`src/rtl/hpa_pkg.sv`:
```
package hpa_pkg;

    typedef enum logic [2:0] {
        OP_OTHER     = 3'd0,
        OP_RD_NATIVE = 3'd1,
        OP_SET_MAX   = 3'd2,
        OP_READ      = 3'd3,
        OP_WRITE     = 3'd4
    } hpa_op_e;

    localparam logic [7:0] FT_SET_PWD = 8'h01;
    localparam logic [7:0] FT_LOCK    = 8'h02;
    localparam logic [7:0] FT_UNLOCK  = 8'h03;
    localparam logic [7:0] FT_FREEZE  = 8'h04;

    typedef struct packed {
        logic abort;
        logic idnf;
        logic xfer;
    } hpa_status_t;

    function automatic logic is_media(input hpa_op_e op);
        return (op == OP_READ) || (op == OP_WRITE);
    endfunction

endpackage

```
`src/rtl/hpa_access_chk.sv`:
```
module hpa_access_chk #(
    parameter int LBA_W = 48,
    parameter int CNT_W = 16
) (
    input  logic [LBA_W-1:0] lba,
    input  logic [CNT_W-1:0] cnt,
    input  logic [LBA_W-1:0] limit,
    output logic             beyond
);
    localparam int SUM_W = ((LBA_W > CNT_W) ? LBA_W : CNT_W) + 1;

    logic [SUM_W-1:0] span;
    logic [SUM_W-1:0] last;

    always_comb begin
        // a zero count still touches the start sector
        span   = (cnt == '0) ? SUM_W'(1) : SUM_W'(cnt);
        last   = SUM_W'(lba) + span - SUM_W'(1);
        beyond = last > SUM_W'(limit);
    end
endmodule

```
`src/rtl/hpa_limit_regs.sv`:
```
module hpa_limit_regs #(
    parameter int               LBA_W      = 48,
    parameter logic [LBA_W-1:0] NATIVE_MAX = '1
) (
    input  logic             clk,
    input  logic             fmt_rst,
    input  logic             por,
    input  logic             take,
    input  logic             ext,
    input  logic             keep,
    input  logic [LBA_W-1:0] lba,
    output logic [LBA_W-1:0] cur,
    output logic             area_ext
);
    logic [LBA_W-1:0] shadow_q;
    logic             shadow_ext_q;
    logic [LBA_W-1:0] cur_q;
    logic             area_q;
    logic             area_nxt;

    // the 48-bit restriction only exists while something is hidden
    assign area_nxt = ext && (lba != NATIVE_MAX);

    always_ff @(posedge clk) begin
        if (fmt_rst) begin
            shadow_q     <= NATIVE_MAX;
            shadow_ext_q <= 1'b0;
            cur_q        <= NATIVE_MAX;
            area_q       <= 1'b0;
        end else if (por) begin
            cur_q  <= shadow_q;
            area_q <= shadow_ext_q;
        end else if (take) begin
            cur_q  <= lba;
            area_q <= area_nxt;
            if (keep) begin
                shadow_q     <= lba;
                shadow_ext_q <= area_nxt;
            end
        end
    end

    assign cur      = cur_q;
    assign area_ext = area_q;

    p_cur_le_native_r4: assert property (@(posedge clk) disable iff (fmt_rst)
        cur_q <= NATIVE_MAX);
    p_area_below_native_r8: assert property (@(posedge clk) disable iff (fmt_rst)
        area_q |-> (cur_q != NATIVE_MAX));
endmodule

```
`src/rtl/hpa_setmax_ctrl.sv`:
```
module hpa_setmax_ctrl
    import hpa_pkg::*;
#(
    parameter int               LBA_W      = 48,
    parameter logic [LBA_W-1:0] NATIVE_MAX = '1
) (
    input  logic             clk,
    input  logic             cold,
    input  logic             warm,
    input  logic             fire,
    input  hpa_op_e          op,
    input  logic             ext,
    input  logic [7:0]       feat,
    input  logic [LBA_W-1:0] lba,
    input  logic             area_ext,
    output logic             addr_take,
    output logic             set_abort,
    output logic             locked,
    output logic             frozen
);
    logic armed_q, pwd_q, lock_q, frz_q;
    logic is_set, blocked, sub_pass, sub_ok;

    always_comb begin
        is_set    = fire && (op == OP_SET_MAX);
        blocked   = lock_q || frz_q;
        addr_take = is_set && armed_q && !blocked
                    && !(area_ext && !ext) && (lba <= NATIVE_MAX);
        sub_pass  = 1'b0;
        if (!ext && !frz_q) begin
            case (feat)
                FT_SET_PWD: sub_pass = !lock_q;
                FT_LOCK:    sub_pass = pwd_q;
                FT_UNLOCK:  sub_pass = 1'b1;
                FT_FREEZE:  sub_pass = 1'b1;
                default:    sub_pass = 1'b0;
            endcase
        end
        sub_ok    = is_set && !armed_q && sub_pass;
        set_abort = is_set && !addr_take && !sub_ok;
    end

    always_ff @(posedge clk) begin
        if (cold) begin
            armed_q <= 1'b0;
            pwd_q   <= 1'b0;
            lock_q  <= 1'b0;
            frz_q   <= 1'b0;
        end else if (warm) begin
            armed_q <= 1'b0;
        end else if (fire) begin
            armed_q <= (op == OP_RD_NATIVE);
            if (sub_ok) begin
                case (feat)
                    FT_SET_PWD: pwd_q  <= 1'b1;
                    FT_LOCK:    lock_q <= 1'b1;
                    FT_UNLOCK:  lock_q <= 1'b0;
                    FT_FREEZE:  frz_q  <= 1'b1;
                    default:    ;
                endcase
            end
        end
    end

    assign locked = lock_q;
    assign frozen = frz_q;

    p_lock_has_pwd_r9: assert property (@(posedge clk) disable iff (cold)
        lock_q |-> pwd_q);
    p_freeze_sticky_r10: assert property (@(posedge clk) disable iff (cold)
        frz_q |=> frz_q);
    p_warm_keeps_lock_r11: assert property (@(posedge clk) disable iff (cold)
        (warm && lock_q) |=> lock_q);
endmodule

```
`src/rtl/hpa_limit.sv`:
```
module hpa_limit
    import hpa_pkg::*;
#(
    parameter int               LBA_W      = 48,
    parameter int               CNT_W      = 16,
    parameter logic [LBA_W-1:0] NATIVE_MAX = LBA_W'(48'h0000_0EE7_C2AF)
) (
    input  logic             clk,
    input  logic             fmt_rst,
    input  logic             por,
    input  logic             hrst,
    input  logic             cmd_valid,
    input  logic [2:0]       cmd_op,
    input  logic             cmd_ext,
    input  logic [7:0]       cmd_feat,
    input  logic [LBA_W-1:0] cmd_lba,
    input  logic [CNT_W-1:0] cmd_cnt,
    input  logic             cmd_keep,
    output logic             rsp_valid,
    output logic             rsp_abort,
    output logic             rsp_idnf,
    output logic             rsp_xfer,
    output logic [LBA_W-1:0] rsp_lba,
    output logic [LBA_W-1:0] cur_max,
    output logic [LBA_W:0]   id_capacity,
    output logic             max_locked
);
    localparam int CAP_W = LBA_W + 1;

    hpa_op_e          op;
    logic             cold, fire;
    logic             addr_take, set_abort, frozen, area_ext, beyond, access;
    logic [LBA_W-1:0] cur_q;
    hpa_status_t      st_nxt, st_q;
    logic [LBA_W-1:0] lba_nxt, lba_q;
    logic             vld_q;

    assign op     = hpa_op_e'(cmd_op);
    assign cold   = fmt_rst | por;
    assign fire   = cmd_valid && !hrst;
    assign access = fire && is_media(op);

    hpa_setmax_ctrl #(.LBA_W(LBA_W), .NATIVE_MAX(NATIVE_MAX)) u_ctrl (
        .clk(clk), .cold(cold), .warm(hrst), .fire(fire), .op(op),
        .ext(cmd_ext), .feat(cmd_feat), .lba(cmd_lba), .area_ext(area_ext),
        .addr_take(addr_take), .set_abort(set_abort),
        .locked(max_locked), .frozen(frozen)
    );

    hpa_limit_regs #(.LBA_W(LBA_W), .NATIVE_MAX(NATIVE_MAX)) u_regs (
        .clk(clk), .fmt_rst(fmt_rst), .por(por), .take(addr_take),
        .ext(cmd_ext), .keep(cmd_keep), .lba(cmd_lba),
        .cur(cur_q), .area_ext(area_ext)
    );

    hpa_access_chk #(.LBA_W(LBA_W), .CNT_W(CNT_W)) u_chk (
        .lba(cmd_lba), .cnt(cmd_cnt), .limit(cur_q), .beyond(beyond)
    );

    always_comb begin
        st_nxt.idnf  = access && beyond;
        st_nxt.xfer  = access && !beyond;
        st_nxt.abort = set_abort || st_nxt.idnf;
        if (op == OP_RD_NATIVE)  lba_nxt = NATIVE_MAX;
        else if (addr_take)      lba_nxt = cmd_lba;
        else                     lba_nxt = '0;
    end

    always_ff @(posedge clk) begin
        if (cold || hrst) begin
            vld_q <= 1'b0;
            st_q  <= '0;
            lba_q <= '0;
        end else begin
            vld_q <= fire;
            st_q  <= fire ? st_nxt : '0;
            lba_q <= fire ? lba_nxt : '0;
        end
    end

    assign rsp_valid   = vld_q;
    assign rsp_abort   = st_q.abort;
    assign rsp_idnf    = st_q.idnf;
    assign rsp_xfer    = st_q.xfer;
    assign rsp_lba     = lba_q;
    assign cur_max     = cur_q;
    assign id_capacity = CAP_W'(cur_q) + CAP_W'(1);

    p_native_rsp_r2: assert property (@(posedge clk) disable iff (cold || hrst)
        (cmd_valid && op == OP_RD_NATIVE) |=>
            (rsp_valid && !rsp_abort && rsp_lba == NATIVE_MAX));
    p_idnf_no_xfer_r6: assert property (@(posedge clk) disable iff (cold)
        rsp_idnf |-> (rsp_abort && !rsp_xfer));
    p_frozen_holds_max_r10: assert property (@(posedge clk) disable iff (cold)
        frozen |=> $stable(cur_max));
endmodule

```
`config.mk`:
```
export PLATFORM = sky130hd
export DESIGN_NAME = hpa_limit
export DESIGN_NICKNAME = d
export VERILOG_FILES = /design/src/rtl/hpa_pkg.sv /design/src/rtl/hpa_access_chk.sv /design/src/rtl/hpa_limit_regs.sv /design/src/rtl/hpa_setmax_ctrl.sv /design/src/rtl/hpa_limit.sv
export SDC_FILE = /design/constraint.sdc
export NUM_CORES = 1
export LEC_CHECK = 0
export BUFFER_PORTS_ARGS = -buffer_cell sky130_fd_sc_hd__buf_2
export CORE_ASPECT_RATIO = 0.9
export CORE_UTILIZATION = 35
export DETAILED_ROUTE_END_ITERATION = 8
export PLACE_DENSITY = 0.56
export SYNTH_ARGS = -nofsm -noshare
export SYNTH_HDL_FRONTEND = slang
export SYNTH_SLANG_ARGS = --single-unit
```
`constraint.sdc`:
```
create_clock -name clk -period 10.35 [get_ports clk]
set_input_delay 0.5175 -clock clk [delete_from_list [all_inputs] [get_ports clk]]
set_output_delay 0.5175 -clock clk [all_outputs]
set_load 0.1 [all_outputs]
```
==> results.md, run 1 <==
* Status: complete, no violations
* Hold_sp: hrst
* Slew HR at 0.347
* DRT iter0 DRCs at 635
* Clock buffer count from CTS at 17
* Post-Route WL at around 37 mm
* Share of cells above drive strength 1 at 0.176
* Critical Path Max Stage Delay at about 0.6 ns
* Most common cell in the netlist: nand2_1
* Worst R2R End: rsp_abort$_SDFF_PP0_
* CTS sink count at roughly 150
* Number of flops mapped to enable cells by yosys at 0
* Post-Syn Area per Cell at 7.84 µm²
* Crit path kind: input port to flip-flop
* Setup TNS at 0 ns
* Worst Path Buf+Inv at 3
* Hold-fix buffers, CTS at 0
* Non-Filler Instances at 2,047
* N_diodes at 0
* Final net count at around 1,800
* Share of the synthesized area in the top cell type at 0.277
* TritonCTS clock tree: built
* Initial antenna violation count at 0
* Startpoint Class: input port
* Pin count of the biggest net entering global routing at 57
* Resize count post-CTS at 0
* P per Cell Area at 126 nW/µm²
* Clock skew at between 0.01 and 0.015 ns
* RSZ-0062 raised after global routing: no
* Top routing layer in use: met4
* Total GRT Usage at 0.231
* Post-route ant nets at 0
* Initial core utilization at 0.358
* R2R depth at 11
* Setup violators final at 0
* Critical path peak fanout at 4
* Synth Register Bits at roughly 150
* Peak Freq at 0.165 GHz
* Arr. time, crit path at approximately 6.4 ns
* GP Congestion at about 0.90
* Minimum clock period at roughly 6.1 ns
* Most area-consuming cells after synthesis: dfxtp_1 28%, ha_1 15%, nand2_1 6.5%
* Worst-skew pair later-pin latency at 0.44 ns
* LEAKAGE at about 0.0063 µW
* # Post-CTS Setup Buffers at 0
* Final Cycle Share at 0.587
* Netlist cell types at 61
* Routed wl met3 at roughly 2.0 mm
* Clock transition at path regs at 0.07 ns
* Delay-heaviest family, CP: compound AO/OA/AOI/OAI gates
* Post-synth top cells: 193 x nand2_1, 162 x inv_1, 154 x dfxtp_1
* First-pass GRT wire length at 58.1 mm
* Synth area leader: dfxtp_1
* Worst Tran Pin Value at slightly below 1 ns
* Max-slew violations at 0
* Most used cell, CP: o21ai_0
* Final WS setup at about 4.3 ns
* Met1 WL at 18.2 mm
* Bufs on Longest Clock Path at 2
* Synth-to-Final Area Change at 19.4%
* Hold EP: u_ctrl.armed_q$_SDFFE_PP0P_
* Nature of the critical path endpoint: flip-flop
* Max VDD drop at ~0.00012 V
* H-tree levels at 4
* Final hold vios at 0
* FF-to-FF setup slack at 7.62 ns
* Drc violations at 0
* Congestion Overflow GR at 0
* Vias/cell at approximately 5.2
* Core footprint at 31,100 µm²
* Top_reg_cell synth: dfxtp_1
* Pre-antenna DRT Iters at 5
* Hold Crit Depth at 2
* Ys Warns at 0
* Die W at around 190 µm
* Vias after detailed routing at roughly 11,000
* Post-Place Cells at slightly above 2,000
* Slowest CP cell: o21ai_0
* DP HPWL at between 20 and 30 mm
* Root Driver: clkbuf_16
* MaxCap Viol Count at 0
* FFs w/ async S/R, synth at 0
* Via count of the first global-routing pass at between 10,000 and 15,000
* Worst reg2reg startpoint: u_regs.cur[18]$_SDFFE_PP1P_
* Power Total at 1670 µW
* Rows at slightly above 60
* Pre-CTS WS at 3.99 ns
* Port bufs at 231
* Die area at approximately 32,000 µm²
* Top Ports at approximately 230
* Met2 WL post-DR at approximately 17 mm
* WP data required at roughly 11 ns
* Seq/Total Area, Yosys at 0.277
* WL per Instance at around 18 µm
* Worst hold-check path type: input port to flip-flop
* Syn nets at approximately 1,600
* Synthesized instance count at approximately 1,400
* Synthesized cell area at around 11,000 µm²
* Die H at approximately 170 µm
## power breakdown
part           internal, µW  switching (µW)  leakage, µW
Combinational           158             231      0.00477
Sequential              593           0.221      0.00124
Clock                   416             271     0.000295
Total                  1170             502      0.00631
## kinds of logic (layout without fill, tap and decap cells)
family | count (synthesis) | in the layout | synth area share
buffers and inverters | 219 | 439 | 0.0769
AND/OR/NAND/NOR | 508 | 508 | 0.231
multiplexers | 65 | 65 | 0.0587
XOR/XNOR | 89 | 89 | 0.0701
flip-flops | 154 | 154 | 0.277
adder cells (fa/ha/maj) | 133 | 133 | 0.150
AO/OA/AOI/OAI | 250 | 250 | 0.136
## layout make-up
type                       instances  area (µm²)
clock buffer                      21         460
inverter                         163         612
multi-input combinational       1045        7190
tap                              409         512
sequential                       154        3080
clock inverter                    11         169
timing repair buffer             244        1250
fill                            3214       17800
## worst max-delay path by stage
stage                                           from              endpoint  cells past startpoint
after floorplan           u_regs.cur[0]$_SDFFE_PP1P_       id_capacity[48]                      9
after global placement                    cmd_cnt[1]  rsp_abort$_SDFF_PP0_                     26
after global routing                      cmd_cnt[1]  rsp_abort$_SDFF_PP0_                     26
after CTS                                 cmd_cnt[1]  rsp_abort$_SDFF_PP0_                     26
final                                    cmd_cnt[13]  rsp_abort$_SDFF_PP0_                     26
after detailed placement                  cmd_cnt[1]  rsp_abort$_SDFF_PP0_                     26
## per-layer routing
layer  vias to the layer above  track usage
li1                       5331            -
met1                      5055        0.316
met2                       313        0.374
met3                        30       0.0386
met4                         0       0.0603
met5                         -            0
## registers in the layout, summed over array words and instances, names as in the netlist
name,count
rsp_lba,48
u_regs.cur,48
u_regs.shadow_q,48
rsp_abort,1
rsp_idnf,1
rsp_valid,1
rsp_xfer,1
u_ctrl.armed_q,1
u_ctrl.frozen,1
u_ctrl.locked,1
u_ctrl.pwd_q,1
u_regs.area_ext,1
u_regs.shadow_ext_q,1
## placed cells by master (no fill, tap or decap), types with 17 or more instances in the layout
cell type,Yosys,layout
nor3b_1,24,24
nand4_1,28,28
nand3b_1,21,21
nor3_1,30,30
ha_1,132,132
inv_1,162,162
mux2i_1,64,64
nand3_1,33,33
nor4_1,42,42
dfxtp_1,154,154
a31oi_1,28,28
a21o_1,26,26
nor2_1,71,71
a21oi_1,107,107
xnor2_1,74,74
clkbuf_16,0,17
buf_2,7,231
nand2_1,193,193
o21ai_0,39,39
## worst register-to-register path, cell delays in order, from the launching register on
cell and delay (ns):
dfxtp_1 0.44, inv_1 0.11, ha_1 0.32, a21oi_1 0.14, nor2_1 0.06, a211oi_1 0.23, o21ai_0 0.20, a221o_1 0.35
o21ai_0 0.16, a21oi_1 0.15, a2111oi_0 0.33, nor3_1 0.11
## per-stage QoR
| stage | area (µm²) | hold WS [ns] | utilization |
|---|---|---|---|
| final | 13300 | 0.252 | 0.427 |
| after global routing | 13300 | 0.235 | 0.427 |
| after CTS | 13300 | 0.229 | 0.427 |
| after detailed placement | 12600 | 0.432 | 0.407 |
| after global placement | 12600 | 0.436 | 0.407 |
| after floorplan | 11100 | 0.410 | - |
Note: power is estimated with default switching activity, not from simulation.
==> run 2, diff against run 1 <==
--- a/config.mk
+++ b/config.mk
@@ -9,7 +9,7 @@
 export CORE_ASPECT_RATIO = 0.9
 export CORE_UTILIZATION = 35
 export DETAILED_ROUTE_END_ITERATION = 8
-export PLACE_DENSITY = 0.56
+export PLACE_DENSITY = 0.58
 export SYNTH_ARGS = -nofsm -noshare
 export SYNTH_HDL_FRONTEND = slang
 export SYNTH_SLANG_ARGS = --single-unit
==> constraint.sdc (replaced) <==
create_clock -name clk -period 5 [get_ports clk]
set_input_delay 0.25 -clock clk [delete_from_list [all_inputs] [get_ports clk]]
set_output_delay 0.25 -clock clk [all_outputs]
set_load 0.1 [all_outputs]
==> results.md, run 2 (synthesis results as in run 1) <==
* Worst hold-check path type: input port to flip-flop (unchanged)
* Final WS setup at 0.283 ns (was 4.28 ns)
* TritonCTS clock tree: built (unchanged)
* Die H at 171 µm (unchanged)
* Port bufs at 231 (unchanged)
* Clock buffer count from CTS at 17 (unchanged)
* Initial antenna violation count at 1 (was 0)
* Core footprint at 31,100 µm² (unchanged)
* Clock group share of total power at 0.397 (was 0.411)
* WL per Instance at 17.9 µm (was 18.2 µm)
* Minimum clock period at roughly 4.7 ns
* Die W at 190 µm (unchanged)
* CTS sink count at 154 (unchanged)
* Min Hold Slack at 0.0700 ns (was 0.252 ns)
* Final hold vios at 0 (unchanged)
* DP HPWL at 29.1 mm (was 28.2 mm)
* Critical path peak fanout at 3 (was 4)
* First-pass GRT wire length at 58.9 mm (was 58.1 mm)
* Share of cells above drive strength 1 at 0.221 (was 0.176)
* Bufs on Longest Clock Path at 2 (unchanged)
* Congestion Overflow GR at 0 (unchanged)
* Peak Freq at between 0.2 and 0.25 GHz
* Rows at 61 (unchanged)
* H-tree levels at 4 (unchanged)
* Psw at 1060 µW (was 502 µW)
* Vias/cell at 5.24 (about the same)
* Max-slew violations at 0 (unchanged)
* Max VDD drop at 0.000240 V (was 0.000122 V)
* GP Congestion at 0.873 (was 0.897)
* Final Cycle Share at 0.943
* Setup violators final at 0 (unchanged)
* Root Driver: clkbuf_16 (unchanged)
* Final instance area at 13,900 µm² (was 13,300 µm²)
* Initial core utilization at 0.358 (unchanged)
* Pin count of the biggest net entering global routing at 54 (was 57)
* LEAKAGE at 0.00670 µW (was 0.00631 µW)
* Internal power at 2480 µW (was 1170 µW)
* RSZ-0062 raised after global routing: no (unchanged)
* Part of the power in registers at 0.347 (was 0.356)
* Placement Cell Area at 13,300 µm² (was 12,600 µm²)
* Pre-antenna DRT Iters at 5 (unchanged)
* Top Ports at 232 (unchanged)
* Nature of the critical path endpoint: flip-flop (unchanged)
* Clock transition at path regs at 0.07 ns (about the same)
* Final net count at 1,919 (was 1,840)
* DRT iter0 DRCs at 659 (was 635)
* Slew HR at 0.299 (was 0.347)
* Post-Route WL at 38.1 mm (was 37.2 mm)
* Drc violations at 0 (unchanged)
* Arr. time, crit path at 5.04 ns (was 6.39 ns)
* MaxCap Viol Count at 0 (unchanged)
* Synth-to-Final Area Change at 25.5% (was 19.4%)
* Commonest non-fill, non-tap cell in the layout: buf_2 (unchanged)
* Status: complete, no violations (unchanged)
* Crit path kind: input port to flip-flop (unchanged)
* Startpoint Class: input port (unchanged)
* P per Cell Area at 254 nW/µm² (was 126 nW/µm²)
* Total GRT Usage at 0.234 (was 0.231)
* Post-route ant nets at 0 (unchanged)
* WP data required at 5.32 ns (was 10.66 ns)
* Switch share at 0.300 (was 0.301)
* Non-Filler Instances at 2,127 (was 2,047)
* Worst Tran Pin Value at 1.05 ns (was 0.977 ns)
* Die area at 32,500 µm² (unchanged)
* Post-Place Cells at 2,093 (was 2,015)
* Clock skew at 0.00847 ns (was 0.0104 ns)
* Via count of the first global-routing pass at 10,600 (was 10,300)
* Pre-CTS WS at -0.662 ns (was 3.99 ns)
* Commonest non-fill, non-tap cells in the layout: 231 x buf_2, 193 x nand2_1, 162 x inv_1 (unchanged)
* Vias after detailed routing at 11,100 (was 10,700)
* Comb power frac at 0.256 (was 0.233)
* Worst-skew pair later-pin latency at 0.44 ns (about the same)
* Core Util, Final at 0.449 (was 0.427)
==> run 2: power groups by stage <==
stage                     clock [µW]  sequential, µW  combinational, µW
after floorplan                    0            1270                565
after global placement             0            1260                870
after detailed placement           0            1260                878
after CTS                       1420            1230                889
after global routing            1470            1230               1010
final                           1400            1230                904
==> run 2: critical path, stage by stage <==
cell and delay, ns:
buf_2 0.10, nor3_1 0.04, buf_4 0.14, a41oi_2 0.26, ha_1 0.19, inv_1 0.04
ha_1 0.18, inv_1 0.07, fa_1 0.18, nand2b_1 0.13, a21oi_1 0.07, a211oi_1 0.39
o21ai_2 0.14, a21oi_1 0.28, o21ai_0 0.18, o21ai_1 0.38, o21ai_0 0.19, xnor2_1 0.15
ha_1 0.29, nand4_1 0.16, nor3_2 0.23, and3_1 0.25, nand4_1 0.12, o21ai_1 0.16
a21oi_2 0.07, nor4_1 0.32, nor3_1 0.08
==> run 2: final cells by class <==
class | instances | area, µm²
fill | 3214 | 17100
multi-input combinational | 1045 | 7260
sequential | 154 | 3080
timing repair buffer | 323 | 1860
inverter | 163 | 612
tap | 409 | 512
clock buffer | 21 | 450
clock inverter | 11 | 170
antenna | 1 | 2.50
==> run 2: per-stage QoR <==
step                power (µW)  TNS, ns
CTS                       3540        0
finish                    3540        0
global route              3710        0
floorplan                 1830        0
detailed placement        2130    -1.53
global placement          2130    -1.09
==> run 2: path summary, 6_finish.rpt <==
check                                          end                        start  cells after the start  slack, ns
setup / recovery              rsp_abort$_SDFF_PP0_                  cmd_cnt[15]                     27       0.28
hold / removal    u_regs.shadow_q[29]$_SDFFE_PP0P_                  cmd_lba[29]                      3       0.07
setup reg to reg              rsp_abort$_SDFF_PP0_  u_regs.cur[18]$_SDFFE_PP1P_                     11       2.39
hold reg to reg          u_ctrl.pwd_q$_SDFFE_PP0P_    u_ctrl.pwd_q$_SDFFE_PP0P_                      2       0.44
==> run 2: metal layers <==
layer  up-vias  global-route usage  share of wire
met5         -                   0              0
met4         0              0.0856          0.027
met3        49              0.0406          0.058
met2       384               0.374           0.44
met1      5222               0.315           0.47
li1       5494                   -              -
==> run 2: timing repair <==
item,in CTS,in global routing
hold buffers,1,0
buffers inserted,0,0
gates cloned,0,0
hold endpoints to repair,1,0
pin swaps,0,2
endpoints found under the setup margin,2,3
resized for setup,5,13
